**src/rtl/i2c_dac_pkg.sv**
```systemverilog
package i2c_dac_pkg;

    typedef enum logic [2:0] {
        ST_IDLE,
        ST_ADDR,
        ST_AACK,
        ST_WBYTE,
        ST_WACK,
        ST_RBYTE,
        ST_RACK
    } st_e;

    typedef struct packed {
        st_e        st;
        logic [3:0] cnt;
        logic [7:0] sh;
        logic [7:0] hi;
        logic       ph;
        logic       rw;
        logic       oe;
        logic       mack;
    } fsm_s;

    localparam int WORD_W = 16;

endpackage

```
**src/rtl/i2c_line_monitor.sv**
```systemverilog
module i2c_line_monitor (
    input  logic clk,
    input  logic rst_n,
    input  logic scl_i,
    input  logic sda_i,
    output logic sda_s,
    output logic scl_rise,
    output logic scl_fall,
    output logic start_det,
    output logic stop_det
);
    typedef struct packed {
        logic [1:0] scl_sy;
        logic [1:0] sda_sy;
        logic       scl_p;
        logic       sda_p;
    } mon_s;

    mon_s q, d;

    always_comb begin
        d        = q;
        d.scl_sy = {q.scl_sy[0], scl_i};
        d.sda_sy = {q.sda_sy[0], sda_i};
        d.scl_p  = q.scl_sy[1];
        d.sda_p  = q.sda_sy[1];
    end

    always_ff @(posedge clk or negedge rst_n) begin
        if (!rst_n) q <= '1;
        else        q <= d;
    end

    assign sda_s     = q.sda_sy[1];
    assign scl_rise  =  q.scl_sy[1] & ~q.scl_p;
    assign scl_fall  = ~q.scl_sy[1] &  q.scl_p;
    assign start_det =  q.scl_sy[1] & q.scl_p &  q.sda_p & ~q.sda_sy[1];
    assign stop_det  =  q.scl_sy[1] & q.scl_p & ~q.sda_p &  q.sda_sy[1];
endmodule

```
**src/rtl/dac_word_reg.sv**
```systemverilog
module dac_word_reg
    import i2c_dac_pkg::*;
(
    input  logic              clk,
    input  logic              rst_n,
    input  logic              wr_en,
    input  logic [WORD_W-1:0] wr_word,
    output logic [WORD_W-1:0] word_q
);
    logic [WORD_W-1:0] word_d;

    always_comb begin
        word_d = word_q;
        if (wr_en) word_d = wr_word;
    end

    always_ff @(posedge clk or negedge rst_n) begin
        if (!rst_n) word_q <= '0;
        else        word_q <= word_d;
    end
endmodule

```
**src/rtl/i2c_dac_slave.sv**
```systemverilog
module i2c_dac_slave
    import i2c_dac_pkg::*;
#(
    parameter int DATA_W    = 12,
    parameter int ADDR_PINS = 2
) (
    input  logic                 clk,
    input  logic                 rst_n,
    input  logic                 scl_i,
    input  logic                 sda_i,
    output logic                 sda_oe,
    input  logic [ADDR_PINS-1:0] addr_pins,
    output logic [DATA_W-1:0]    dac_code,
    output logic [1:0]           dac_mode
);
    localparam int CODE_LSB = 12 - DATA_W;

    logic              sda_s, mon_rise, mon_fall, mon_start, mon_stop;
    logic              commit;
    logic [WORD_W-1:0] word_q;
    logic [6:0]        my_addr;
    fsm_s              q, d;

    generate
        if (ADDR_PINS == 1) begin : g_one_pin
            assign my_addr = {6'b000110, addr_pins[0]};
        end else begin : g_two_pin
            assign my_addr = {5'b00011, addr_pins[1:0]};
        end
    endgenerate

    i2c_line_monitor u_mon (
        .clk       (clk),
        .rst_n     (rst_n),
        .scl_i     (scl_i),
        .sda_i     (sda_i),
        .sda_s     (sda_s),
        .scl_rise  (mon_rise),
        .scl_fall  (mon_fall),
        .start_det (mon_start),
        .stop_det  (mon_stop)
    );

    dac_word_reg u_word (
        .clk     (clk),
        .rst_n   (rst_n),
        .wr_en   (commit),
        .wr_word ({q.hi, q.sh}),
        .word_q  (word_q)
    );

    always_comb begin
        d      = q;
        commit = 1'b0;
        if (mon_stop) begin
            d.st = ST_IDLE;
            d.oe = 1'b0;
        end else if (mon_start) begin
            d.st  = ST_ADDR;
            d.cnt = '0;
            d.oe  = 1'b0;
            d.ph  = 1'b0;
        end else begin
            case (q.st)
                ST_ADDR: begin
                    if (mon_rise) begin
                        d.sh  = {q.sh[6:0], sda_s};
                        d.cnt = q.cnt + 4'd1;
                    end else if (mon_fall && q.cnt == 4'd8) begin
                        if (q.sh[7:1] == my_addr) begin
                            d.st = ST_AACK;
                            d.oe = 1'b1;
                            d.rw = q.sh[0];
                            d.ph = 1'b0;
                        end else begin
                            d.st = ST_IDLE;
                        end
                    end
                end
                ST_AACK: begin
                    if (mon_fall) begin
                        d.cnt = '0;
                        if (q.rw) begin
                            d.sh = word_q[15:8];
                            d.ph = 1'b1;
                            d.oe = ~word_q[15];
                            d.st = ST_RBYTE;
                        end else begin
                            d.oe = 1'b0;
                            d.st = ST_WBYTE;
                        end
                    end
                end
                ST_WBYTE: begin
                    if (mon_rise) begin
                        d.sh  = {q.sh[6:0], sda_s};
                        d.cnt = q.cnt + 4'd1;
                    end else if (mon_fall && q.cnt == 4'd8) begin
                        d.oe = 1'b1;
                        d.st = ST_WACK;
                        if (!q.ph) begin
                            d.hi = q.sh;
                            d.ph = 1'b1;
                        end else begin
                            commit = 1'b1;
                            d.ph   = 1'b0;
                        end
                    end
                end
                ST_WACK: begin
                    if (mon_fall) begin
                        d.oe  = 1'b0;
                        d.cnt = '0;
                        d.st  = ST_WBYTE;
                    end
                end
                ST_RBYTE: begin
                    if (mon_fall) begin
                        if (q.cnt == 4'd7) begin
                            d.oe = 1'b0;
                            d.st = ST_RACK;
                        end else begin
                            d.sh  = {q.sh[6:0], 1'b0};
                            d.oe  = ~q.sh[6];
                            d.cnt = q.cnt + 4'd1;
                        end
                    end
                end
                ST_RACK: begin
                    if (mon_rise) begin
                        d.mack = ~sda_s;
                    end else if (mon_fall) begin
                        if (q.mack) begin
                            d.sh  = q.ph ? word_q[7:0] : word_q[15:8];
                            d.oe  = q.ph ? ~word_q[7] : ~word_q[15];
                            d.ph  = ~q.ph;
                            d.cnt = '0;
                            d.st  = ST_RBYTE;
                        end else begin
                            d.st = ST_IDLE;
                        end
                    end
                end
                default: d.st = ST_IDLE;
            endcase
        end
    end

    always_ff @(posedge clk or negedge rst_n) begin
        if (!rst_n) q <= '{st: ST_IDLE, default: '0};
        else        q <= d;
    end

    assign sda_oe   = q.oe;
    assign dac_mode = word_q[13:12];
    assign dac_code = word_q[11:CODE_LSB];
endmodule

```
**config.mk**
```make
export PLATFORM = sky130hd
export DESIGN_NAME = i2c_dac_slave
export DESIGN_NICKNAME = d
export VERILOG_FILES = /design/src/rtl/i2c_dac_pkg.sv /design/src/rtl/i2c_line_monitor.sv /design/src/rtl/dac_word_reg.sv /design/src/rtl/i2c_dac_slave.sv
export SDC_FILE = /design/constraint.sdc
export NUM_CORES = 1
export LEC_CHECK = 0
export ABC_AREA = 1
export BUFFER_PORTS_ARGS = -buffer_cell sky130_fd_sc_hd__buf_2
export CAP_MARGIN = 20
export CELL_PAD_IN_SITES_DETAIL_PLACEMENT = 0
export CELL_PAD_IN_SITES_GLOBAL_PLACEMENT = 2
export CORE_ASPECT_RATIO = 1.5
export CORE_MARGIN = 2
export CORE_UTILIZATION = 32
export DETAILED_ROUTE_END_ITERATION = 6
export PLACE_DENSITY = 0.8
export SLEW_MARGIN = 5
export SYNTH_ARGS = -nofsm -noshare
export SYNTH_HDL_FRONTEND = slang
export SYNTH_SLANG_ARGS = --single-unit
```
**constraint.sdc**
```tcl
create_clock -name clk -period 1.9 [get_ports clk]
set_clock_uncertainty 0.2 [all_clocks]
set_input_delay 0 -clock clk [delete_from_list [all_inputs] [get_ports clk]]
set_output_delay 0 -clock clk [all_outputs]
set_load 0.05 [all_outputs]
```
==> results.py, run 1 <==
metrics = {
    "placed_design": {
        "place_area_um2": 2932,
        "dp_cells": 470,
        "place.gp.congestion": 0.9092,
        "place_ws_ns": -0.02754,
        "port_buffers": 20,
        "hpwl_um": 5438,
    },
    "setup_path": {
        "start_kind": "register",
        "reg2regPathDepth": 9,
        "crit_fanout": 6,
        "critical_path_class": "register to register",
        "cp-end-kind": "register",
        "cp.required_ns": 1.93,
        "arrival_ns": 1.82,
    },
    "clocking": {
        "cts_max_path_buffers": 2,
        "cts_made_buffers": 5,
        "root_buffer": "clkbuf_16",
        "htreeDepth": 2,
        "clkLatencyLatePin_ns": 0.29,
        "clkTransAtPathRegs_ns": 0.07,
        "clkSinkCount": 49,
        "cts_tree": "built",
    },
    "die": {
        "dieHeight_um": 115.4,
        "dieArea_um2": 9028,
        "boundaryPins": 21,
        "start_util_pct": 33.05,
        "core_area_um2": 8008,
        "rows": 40,
        "dieWidth_um": 78.25,
    },
    "global_routing": {
        "grt_overflow_total": 0,
        "grtUsageTotal_pct": 17.00,
        "grt_max_degree": 29,
        "grt_pass1_vias": 2421,
        "antenna_found_initial": 0,
        "grt_pass1_wl_um": 11590,
    },
    "synth": {
        "seq_area_frac_synth_pct": 46.62,
        "synth-seq-cells": 49,
        "synth_cell_types": 28,
        "avgSynthCellArea_um2": 7.760,
        "syn_area_um2": 2646,
        "yosysWarnings": 0,
        "syn-instance-count": 341,
        "syn-num-nets": 349,
    },
    "sta": {
        "finalHoldViolCount": 0,
        "slew_headroom_pct": 65.06,
        "finalCriticalPeriod_ns": 1.793,
        "slew_viol_final": 0,
        "hold_slack_ns": 0.005925,
        "finalSetupViolations": 0,
        "setup_ws_ns": 0.1072,
        "worstMarginPinSlew_ns": 0.5241,
        "rsz0062_at_grt": "yes",
        "fmax_ghz": 0.5578,
        "period_share_pct": 94.36,
    },
    "layout": {
        "fin_area_um2": 3302,
        "drive_gt1_share_pct": 26.89,
        "layout_commonest_cell": "nand2_1",
        "final_cell_mix": "nand2_1 (96), dfrtp_1 (41), inv_1 (33)",
        "area.growth.synth_to_final_pct": 24.78,
        "nNetsFinal": 390,
        "diodes": 0,
        "final_cells": 488,
    },
    "detailed_routing": {
        "drt-initial-drc-count": 98,
        "ant_nets": 0,
        "vias_per_cell": 4.748,
        "drc": 0,
        "totalWireLength_um": 6946,
        "wire_per_inst_um": 14.23,
        "num_vias": 2317,
        "first_pass_iters": 4,
    },
    "outcome": {
        "outcome": "finished clean",
    },
    "pwr": {
        "p_seq_share_pct": 45.6,
        "p_leak_uw": 0.001601,
        "ir_drop_mv": 0.4822,
        "switchingPower_uw": 503.8,
        "power_density_nw_per_um2": 720.7,
        "sw_frac_of_total_pct": 21.17,
        "clkPwrFrac_pct": 48.4,
        "combPwrFrac_pct": 6.0,
        "p_int_uw": 1876,
    },
    "worst_hold_path": {
        "min_delay_path_depth": 7,
        "hold_path.class": "input pin to register",
    },
    "job": {
        "maxCapViolCount": 0,
    },
}
-- worst paths after layout --
kind / slack (ns) / start / end
hold reg to reg: 0.16 / u_mon.d[3] / u_mon.sda_s
min in group asynchronous: 0.02 / rst_n / q[21]
max in group asynchronous: 0.89 / rst_n / u_word.word_q[8]
hold / removal: 0.006 / addr_pins[1] / q[2]
setup reg to reg: 0.11 / u_mon.sda_s / q[13]
setup / recovery: 0.11 / u_mon.sda_s / q[13]
-- Yosys cell counts --
library cell | number | area share (%)
or2_0 | 1 | 0.24
nor2_4 | 1 | 0.43
a211oi_4 | 1 | 0.76
ha_1 | 2 | 0.95
nand2_2 | 3 | 0.71
a21oi_1 | 9 | 1.7
o211ai_1 | 7 | 2.0
dfstp_2 | 6 | 6.0
o21ai_0 | 22 | 4.2
buf_4 | 14 | 4.0
nand3_2 | 1 | 0.38
nand2_4 | 1 | 0.43
clkbuf_1 | 1 | 0.14
o21ai_2 | 1 | 0.33
nand3_1 | 34 | 6.4
nor3_1 | 1 | 0.19
buf_2 | 3 | 0.57
xor2_1 | 2 | 0.66
nor2_2 | 6 | 1.4
nand4_1 | 3 | 0.71
inv_2 | 3 | 0.43
o21ai_1 | 12 | 2.3
nand2_1 | 101 | 14
a22oi_1 | 1 | 0.28
nor2_1 | 25 | 3.5
inv_1 | 33 | 4.7
mux2_2 | 4 | 1.7
dfrtp_1 | 43 | 41
-- kinds of logic after synthesis --
logic type | share of synthesized area, %
flops | 46.62
simple gates | 28.79
fa+ha+maj | 0.9455
xor+xnor | 0.6621
compound gates | 11.49
mux | 1.702
buf+inv | 9.787
-- repair_timing --
action,CTS,global route
resized for setup,2,28
buffers inserted,0,7
pin swaps,0,4
hold buffers,3,0
setup endpoints to repair,10,29
endpoints found under the hold margin,51,0
-- power by group through the flow --
stage                     combinational (uW)  sequential, uW  clock, uW
after global routing                     162            1090       1220
after global placement                   132            1100          0
after floorplan                         62.3            1100          0
final                                    143            1090       1150
after CTS                                137            1090       1180
after detailed placement                 131            1110          0
-- routing by layer --
layer / vias up / global-route usage (%) / routed length (um)
met1: 1095 / 17.36 / 2670
li1: 1169 / - / -
met5: - / 0 / 0
met4: 0 / 8.187 / 218
met2: 37 / 33.10 / 3876
met3: 16 / 2.747 / 181
-- worst max-delay path: stages (launching register included) --
cell and delay [ns]:
dfstp_2 0.53, inv_1 0.05, nand2_1 0.07, nor2_2 0.05, a21oi_1 0.18, o21ai_1 0.14, nor2_4 0.21, buf_4 0.16
nand3_1 0.08, nand2_1 0.07
-- sequential cells by signal, indices dropped and copies added, names as in the netlist --
| register | count |
|---|---|
| q | 26 |
| sda_oe | 1 |
| u_mon.d | 3 |
| u_mon.q | 2 |
| u_mon.sda_s | 1 |
| u_word.word_q | 16 |
-- per-stage QoR --
stage	util [%]	power, uW	setup TNS [ns]
floorplan	-	1162	0
global placement	36.61	1236	-0.6183
detailed placement	36.61	1236	-0.08918
CTS	39.45	2407	0
global route	41.23	2466	-0.03015
finish	41.23	2380	0
-- area by class of cell --
type | instances | area [um^2]
flip-flops and latches | 49 | 1236
fillers | 868 | 4706
well taps | 105 | 131.4
repair buffers | 52 | 360.3
multi-input cells | 238 | 1245
inverters | 36 | 135.1
clock buffers | 5 | 125.1
clock inverters | 3 | 68.82
Note: power is estimated with default switching activity, not from simulation.
==> run 2: changes to the inputs <==
- SYNTH_HIERARCHICAL: default -> 1
==> run 2 against run 1 <==
Net effect:
- the flow now finishes with violations (hold timing, setup timing)
- die area rose by 6.7%
- sequential share of layout area fell by 4.5 points
- final cell count up 11%
- area after synthesis up 7.0%
==> results.py, run 2 <==
metrics = {
    "outcome": {
        "outcome": "complete, but fails checks",
        "violations": "hold timing, setup timing",
    },
    "detailed_routing": {
        "num_vias": 2552,
        "ant_nets": 0,
        "totalWireLength_um": 7950,
        "wire_per_inst_um": 14.72,
        "vias_per_cell": 4.726,
        "drc": 0,
        "first_pass_iters": 4,
        "drt-initial-drc-count": 114,
    },
    "sta": {
        "rsz0062_at_grt": "yes",
        "slew_headroom_pct": 69.26,
        "hold_slack_ns": -0.006815,
        "worstMarginPinSlew_ns": 0.4610,
        "finalSetupViolations": 25,
        "fmax_ghz": 0.5064,
        "slew_viol_final": 0,
        "period_share_pct": 103.9,
        "finalCriticalPeriod_ns": 1.975,
        "finalHoldViolCount": 2,
        "setup_ws_ns": -0.07489,
    },
    "pwr": {
        "power_density_nw_per_um2": 1145,
        "sw_frac_of_total_pct": 42.22,
        "clkPwrFrac_pct": 20.6,
        "switchingPower_uw": 1812,
        "combPwrFrac_pct": 47.3,
        "p_leak_uw": 0.001886,
        "p_int_uw": 2479,
        "p_seq_share_pct": 32.1,
        "ir_drop_mv": 0.6082,
    },
    "clocking": {
        "htreeDepth": 2,
        "cts_max_path_buffers": 2,
        "root_buffer": "clkbuf_16",
        "cts_made_buffers": 5,
        "cts_tree": "built",
        "clkLatencyLatePin_ns": 0.29,
        "clkSinkCount": 49,
        "clkTransAtPathRegs_ns": 0.07,
    },
    "placed_design": {
        "place.gp.congestion": 0.8951,
        "place_area_um2": 3276,
        "port_buffers": 20,
        "hpwl_um": 5961,
        "place_ws_ns": -0.1268,
    },
    "synth": {
        "avgSynthCellArea_um2": 7.635,
        "synth_cell_types": 35,
        "synth_common_cells": "nand2_1 (131), dfrtp_1 (43), nor2_1 (37), inv_1 (31), o21ai_0 (15)",
        "syn-instance-count": 371,
        "synth-seq-cells": 49,
        "yosysWarnings": 6,
        "synth_edf_count": 0,
        "synth_flop_cell": "dfrtp_1",
        "synthArstFlopShare_pct": 100.0,
        "seq_area_frac_synth_pct": 43.55,
        "synth_area_leaders": "dfrtp_1 (38%), nand2_1 (17%), dfstp_2 (5.6%)",
        "yosysMostFrequentCell": "nand2_1",
        "syn_area_um2": 2833,
        "synth_area_leader_cell": "dfrtp_1",
        "syn-num-nets": 379,
        "synth_top_area_share_pct": 37.99,
    },
    "setup_path": {
        "start_kind": "register",
        "critical_path_class": "register to register",
        "arrival_ns": 2.00,
        "regToRegSetupSlack_ns": -0.07,
        "cp-end-kind": "register",
        "crit_fanout": 6,
        "cp.required_ns": 1.93,
    },
    "layout": {
        "area.growth.synth_to_final_pct": 32.29,
        "final_cell_mix": "nand2_1 (109), dfrtp_1 (42), buf_4 (28)",
        "fin_area_um2": 3747,
        "drive_gt1_share_pct": 37.91,
        "top_register": "q",
        "diodes": 0,
        "layout_commonest_cell": "nand2_1",
        "nNetsFinal": 437,
        "largest_register_ffs": 26,
    },
    "die": {
        "start_util_pct": 32.47,
        "core_area_um2": 8723,
        "dieArea_um2": 9636,
        "rows": 42,
        "boundaryPins": 21,
        "dieHeight_um": 119.2,
        "dieWidth_um": 80.82,
    },
    "global_routing": {
        "grt_overflow_total": 0,
        "grt_max_degree": 21,
        "antenna_found_initial": 0,
        "grt_pass1_vias": 2568,
        "grtUsageTotal_pct": 17.33,
        "grt_pass1_wl_um": 12750,
    },
    "job": {
        "maxCapViolCount": 0,
    },
    "worst_hold_path": {
        "hold_path.class": "input pin to asynchronous set/reset pin",
    },
}
run 2: cell types whose count changed in the layout (fill, tap and decap cells not counted), moves of 5 or more:
cell	delta
o21ai_2	+7
nor2_2	+5
nand2_2	+18
inv_1	-7
o211ai_1	-6
nor2_1	+6
o21ai_0	-5
nand2_4	+9
nand3_2	-5
o21ai_1	-8
nand3_1	-15
inv_2	+5
nand2_1	+13
run 2: power by group through the flow:
stage | registers [uW] | logic (uW) | clock network, uW
2_1_floorplan | 1300 | 1150 | 0
3_3_place_gp | 1360 | 1700 | 0
3_5_place_dp | 1370 | 1700 | 0
4_1_cts | 1350 | 1740 | 917
5_1_grt | 1400 | 2210 | 959
6_report | 1380 | 2030 | 883
run 2: area by class of cell:
type	instances	area [um^2]
repair buffers	62	535.5
clock buffers	7	132.6
inverters	39	168.9
clock inverters	1	7.507
well taps	110	137.6
flip-flops and latches	49	1235
fillers	948	4976
multi-input cells	272	1530
run 2: final timing paths:
| kind | from | end | depth (start not counted) |
|---|---|---|---|
| max in group asynchronous | rst_n | q[13] | 3 |
| min in group clk | scl_i | u_mon/d[5] | 2 |
| worst min register to register | u_mon/d[3] | u_mon/sda_s | 0 |
| worst max-delay path | u_mon/q[1] | u_word/word_q[3] | 12 |
| worst max register to register | u_mon/q[1] | u_word/word_q[3] | 12 |
| worst min-delay path | rst_n | u_word/word_q[0] | 2 |
run 2: worst max-delay path, stage by stage (launching register included):
cell and delay (ns):
dfstp_2 0.56, inv_2 0.05, nor2_4 0.08, nand2_2 0.07, nor2_4 0.11, nand2_4 0.08, nor2_4 0.10, inv_2 0.07
nor3_2 0.14, buf_6 0.18, clkbuf_16 0.16, nand2_2 0.04, nand2_1 0.06
run 2: cells by family (layout without fill, tap and decap cells):
family / Yosys count / after routing / share of synthesized area [%]
buffers and inverters: 50 / 109 / 10.12
and+or+nand+nor: 217 / 217 / 34.54
adders and majority gates: 2 / 2 / 0.8833
xor gates and xnor gates: 1 / 1 / 0.3092
AOI/OAI and AO/OA: 52 / 52 / 10.60
DFF: 49 / 49 / 43.55
run 2: layer usage:
metal,up-vias,wire (um),global-route usage (%)
met5,-,0,0
met3,17,209,2.652
met2,51,4406,30.84
met4,0,255,7.309
li1,1284,-,-
met1,1200,3079,20.08
run 2: through the flow:
step           std cells  setup TNS (ns)  util [%]  total power (uW)  hold WS (ns)
5_1_grt              540          -4.041     42.96              4569       0.05379
3_5_place_dp         523         -0.8139     37.55              3068       -0.2217
2_1_floorplan        371               0         -              2453       -0.4956
4_1_cts              535         -0.6777     39.79              4005       0.01879
3_3_place_gp         523         -0.4737     37.55              3068       -0.2196
6_report             540          -1.149     42.96              4291     -0.006815
run 2: timing repair:
action | CTS | global route
resized for setup | 6 | 64
buffers inserted | 1 | 3
setup endpoints to repair | 28 | 42
pin swaps | 4 | 31
hold buffers | 3 | 0
endpoints found under the hold margin | 47 | 0
gates cloned | 0 | 2
==> run 3: changes to the inputs <==
==> constraint.sdc (replaced) <==
create_clock -name clk -period 1.9 [get_ports clk]
set_clock_uncertainty 0.2 [all_clocks]
set_input_delay 0.19 -clock clk [delete_from_list [all_inputs] [get_ports clk]]
set_output_delay 0.19 -clock clk [all_outputs]
set_load 0.05 [all_outputs]
==> run 3 against run 2 <==
Net effect:
- the run ends with setup timing left
- maximum frequency up 0.63%
- first-iteration DRC count shrank 32%
- critical endpoint is now u_word/word_q[11]
- largest cell class unchanged
- die area unchanged
- routed wire length is 0.43% higher
- core utilization up 1.9 points
- critical path type unchanged
- non-clock buffer count grew 5
==> results.py, run 3 (synthesis gave the netlist of run 2 again) <==
metrics = {
    "sta": {
        "rsz0062_at_grt": "yes",
        "finalCriticalPeriod_ns": 1.963,
        "fmax_ghz": 0.5095,
        "slew_headroom_pct": 71.55,
        "worstMarginPinSlew_ns": 0.4267,
        "slew_viol_final": 0,
        "period_share_pct": 103.3,
        "finalHoldViolCount": 0,
        "setup_ws_ns": -0.06253,
        "finalSetupViolations": 21,
        "tns_ns": -0.6608,
    },
    "pwr": {
        "power_density_nw_per_um2": 1132,
        "power_uw": 4424,
        "p_leak_uw": 0.001975,
        "ir_drop_mv": 0.6136,
    },
    "layout": {
        "final_cell_mix": "nand2_1 (106), dfrtp_1 (41), nor2_1 (29)",
        "area.growth.synth_to_final_pct": 37.99,
        "top_register": "q",
        "diodes": 0,
        "fin_area_um2": 3909,
        "largest_register_ffs": 26,
        "nNetsFinal": 442,
        "num-fill-cells": 916,
        "drive_gt1_share_pct": 40.00,
        "layout_commonest_cell": "nand2_1",
    },
    "job": {
        "maxCapViolCount": 0,
    },
    "clocking": {
        "root_buffer": "clkbuf_16",
        "clkLatencyLatePin_ns": 0.29,
        "htreeDepth": 2,
        "cts_made_buffers": 5,
        "cts_max_path_buffers": 2,
        "clkSinkCount": 49,
        "clkTransAtPathRegs_ns": 0.07,
        "cts_tree": "built",
    },
    "detailed_routing": {
        "drc": 0,
        "vias_per_cell": 4.809,
        "totalWireLength_um": 7984,
        "ant_nets": 0,
        "num_vias": 2621,
        "drt-initial-drc-count": 77,
        "wire_per_inst_um": 14.65,
        "first_pass_iters": 4,
    },
    "setup_path": {
        "arrival_ns": 1.95,
        "critical_path_class": "register to register",
        "crit_fanout": 6,
        "cp-end-kind": "register",
        "start_kind": "register",
        "cp.required_ns": 1.89,
        "regToRegSetupSlack_ns": -0.06,
    },
    "die": {
        "dieHeight_um": 119.2,
        "boundaryPins": 21,
        "start_util_pct": 32.47,
        "rows": 42,
        "dieArea_um2": 9636,
        "dieWidth_um": 80.82,
        "core_area_um2": 8723,
    },
    "outcome": {
        "outcome": "complete, but fails checks",
        "violations": "setup timing",
    },
    "global_routing": {
        "grtUsageTotal_pct": 17.58,
        "grt_pass1_wl_um": 12900,
        "grt_overflow_total": 0,
        "antenna_found_initial": 0,
        "grt_pass1_vias": 2626,
        "grt_max_degree": 35,
    },
    "placed_design": {
        "place.gp.congestion": 0.9466,
        "hpwl_um": 5898,
        "place_area_um2": 3293,
        "port_buffers": 20,
    },
    "worst_hold_path": {
        "hold_path.class": "register to register",
    },
}
==> run 3: cell count changes in the layout (fill, tap and decap cells not counted), sizes merged <==
cell | before | now
clkinv | 1 | 2
clkbuf | 9 | 7
buf | 57 | 62
inv | 38 | 39
==> run 3: layout make-up <==
class | count | area (um^2) | share of cell area (%)
Clock inverter | 3 | 21.27 | 0.5442
Tap cell | 110 | 137.6 | 3.521
Inverter | 39 | 173.9 | 4.449
Sequential cell | 49 | 1236 | 31.63
Multi-Input combinational cell | 272 | 1573 | 40.24
Clock buffer | 5 | 125.1 | 3.201
Timing Repair Buffer | 67 | 641.9 | 16.42
==> run 3: power by group <==
part / internal [uW] / switching [uW]
registers: 1180 / 193
logic: 894 / 1250
clock network: 491 / 420
==> run 3: metal layers <==
metal  up-vias  part of all wire [%]  track usage, %  wire (um)
met4         0                   5.9           11.23        468
met2        47                    53           30.32       4193
met1      1251                    39           19.59       3151
li1       1292                     -               -          -
met5         -                     0               0          0
met3        31                   2.1           2.576        171
==> run 3: metrics by stage <==
step                hold WS [ns]  setup WS, ns  cells  utilization [%]
global route              0.1668       -0.1845    545            44.81
finish                    0.1561      -0.06253    545            44.81
global placement        -0.04621      -0.06892    522            37.75
floorplan                -0.3056      0.001779    371                -
CTS                       0.1574      -0.02752    535            40.16
detailed placement      -0.04249      -0.08463    522            37.75
==> run 3: what timing repair did <==
action                                 CTS  global route
hold buffers                             3             0
buffers inserted                         2             9
resized for setup                        7            80
pin swaps                                4            24
setup endpoints to repair               32            42
endpoints found under the hold margin   17             0
cloned                                   0             2
==> run 3: final timing paths <==
check                      startpoint                end  depth (start not counted)
setup / recovery           u_mon/q[1]  u_word/word_q[11]                         12
hold / removal             u_mon/d[3]        u_mon/sda_s                          0
setup reg to reg           u_mon/q[1]  u_word/word_q[11]                         12
hold reg to reg            u_mon/d[3]        u_mon/sda_s                          0
max in group asynchronous       rst_n               q[3]                          3
min in group asynchronous       rst_n               q[0]                          2
==> run 3: worst max-delay path, cell delays in order, from the launching register on <==
cell and delay (ns):
dfstp_2 0.56, buf_12 0.12, nand2_8 0.05, nor2_4 0.12, inv_2 0.08, nand2_4 0.12
nor2_4 0.06, inv_4 0.07, nor3_4 0.04, buf_6 0.16, clkbuf_16 0.17, nand2_2 0.05
nand2_1 0.05
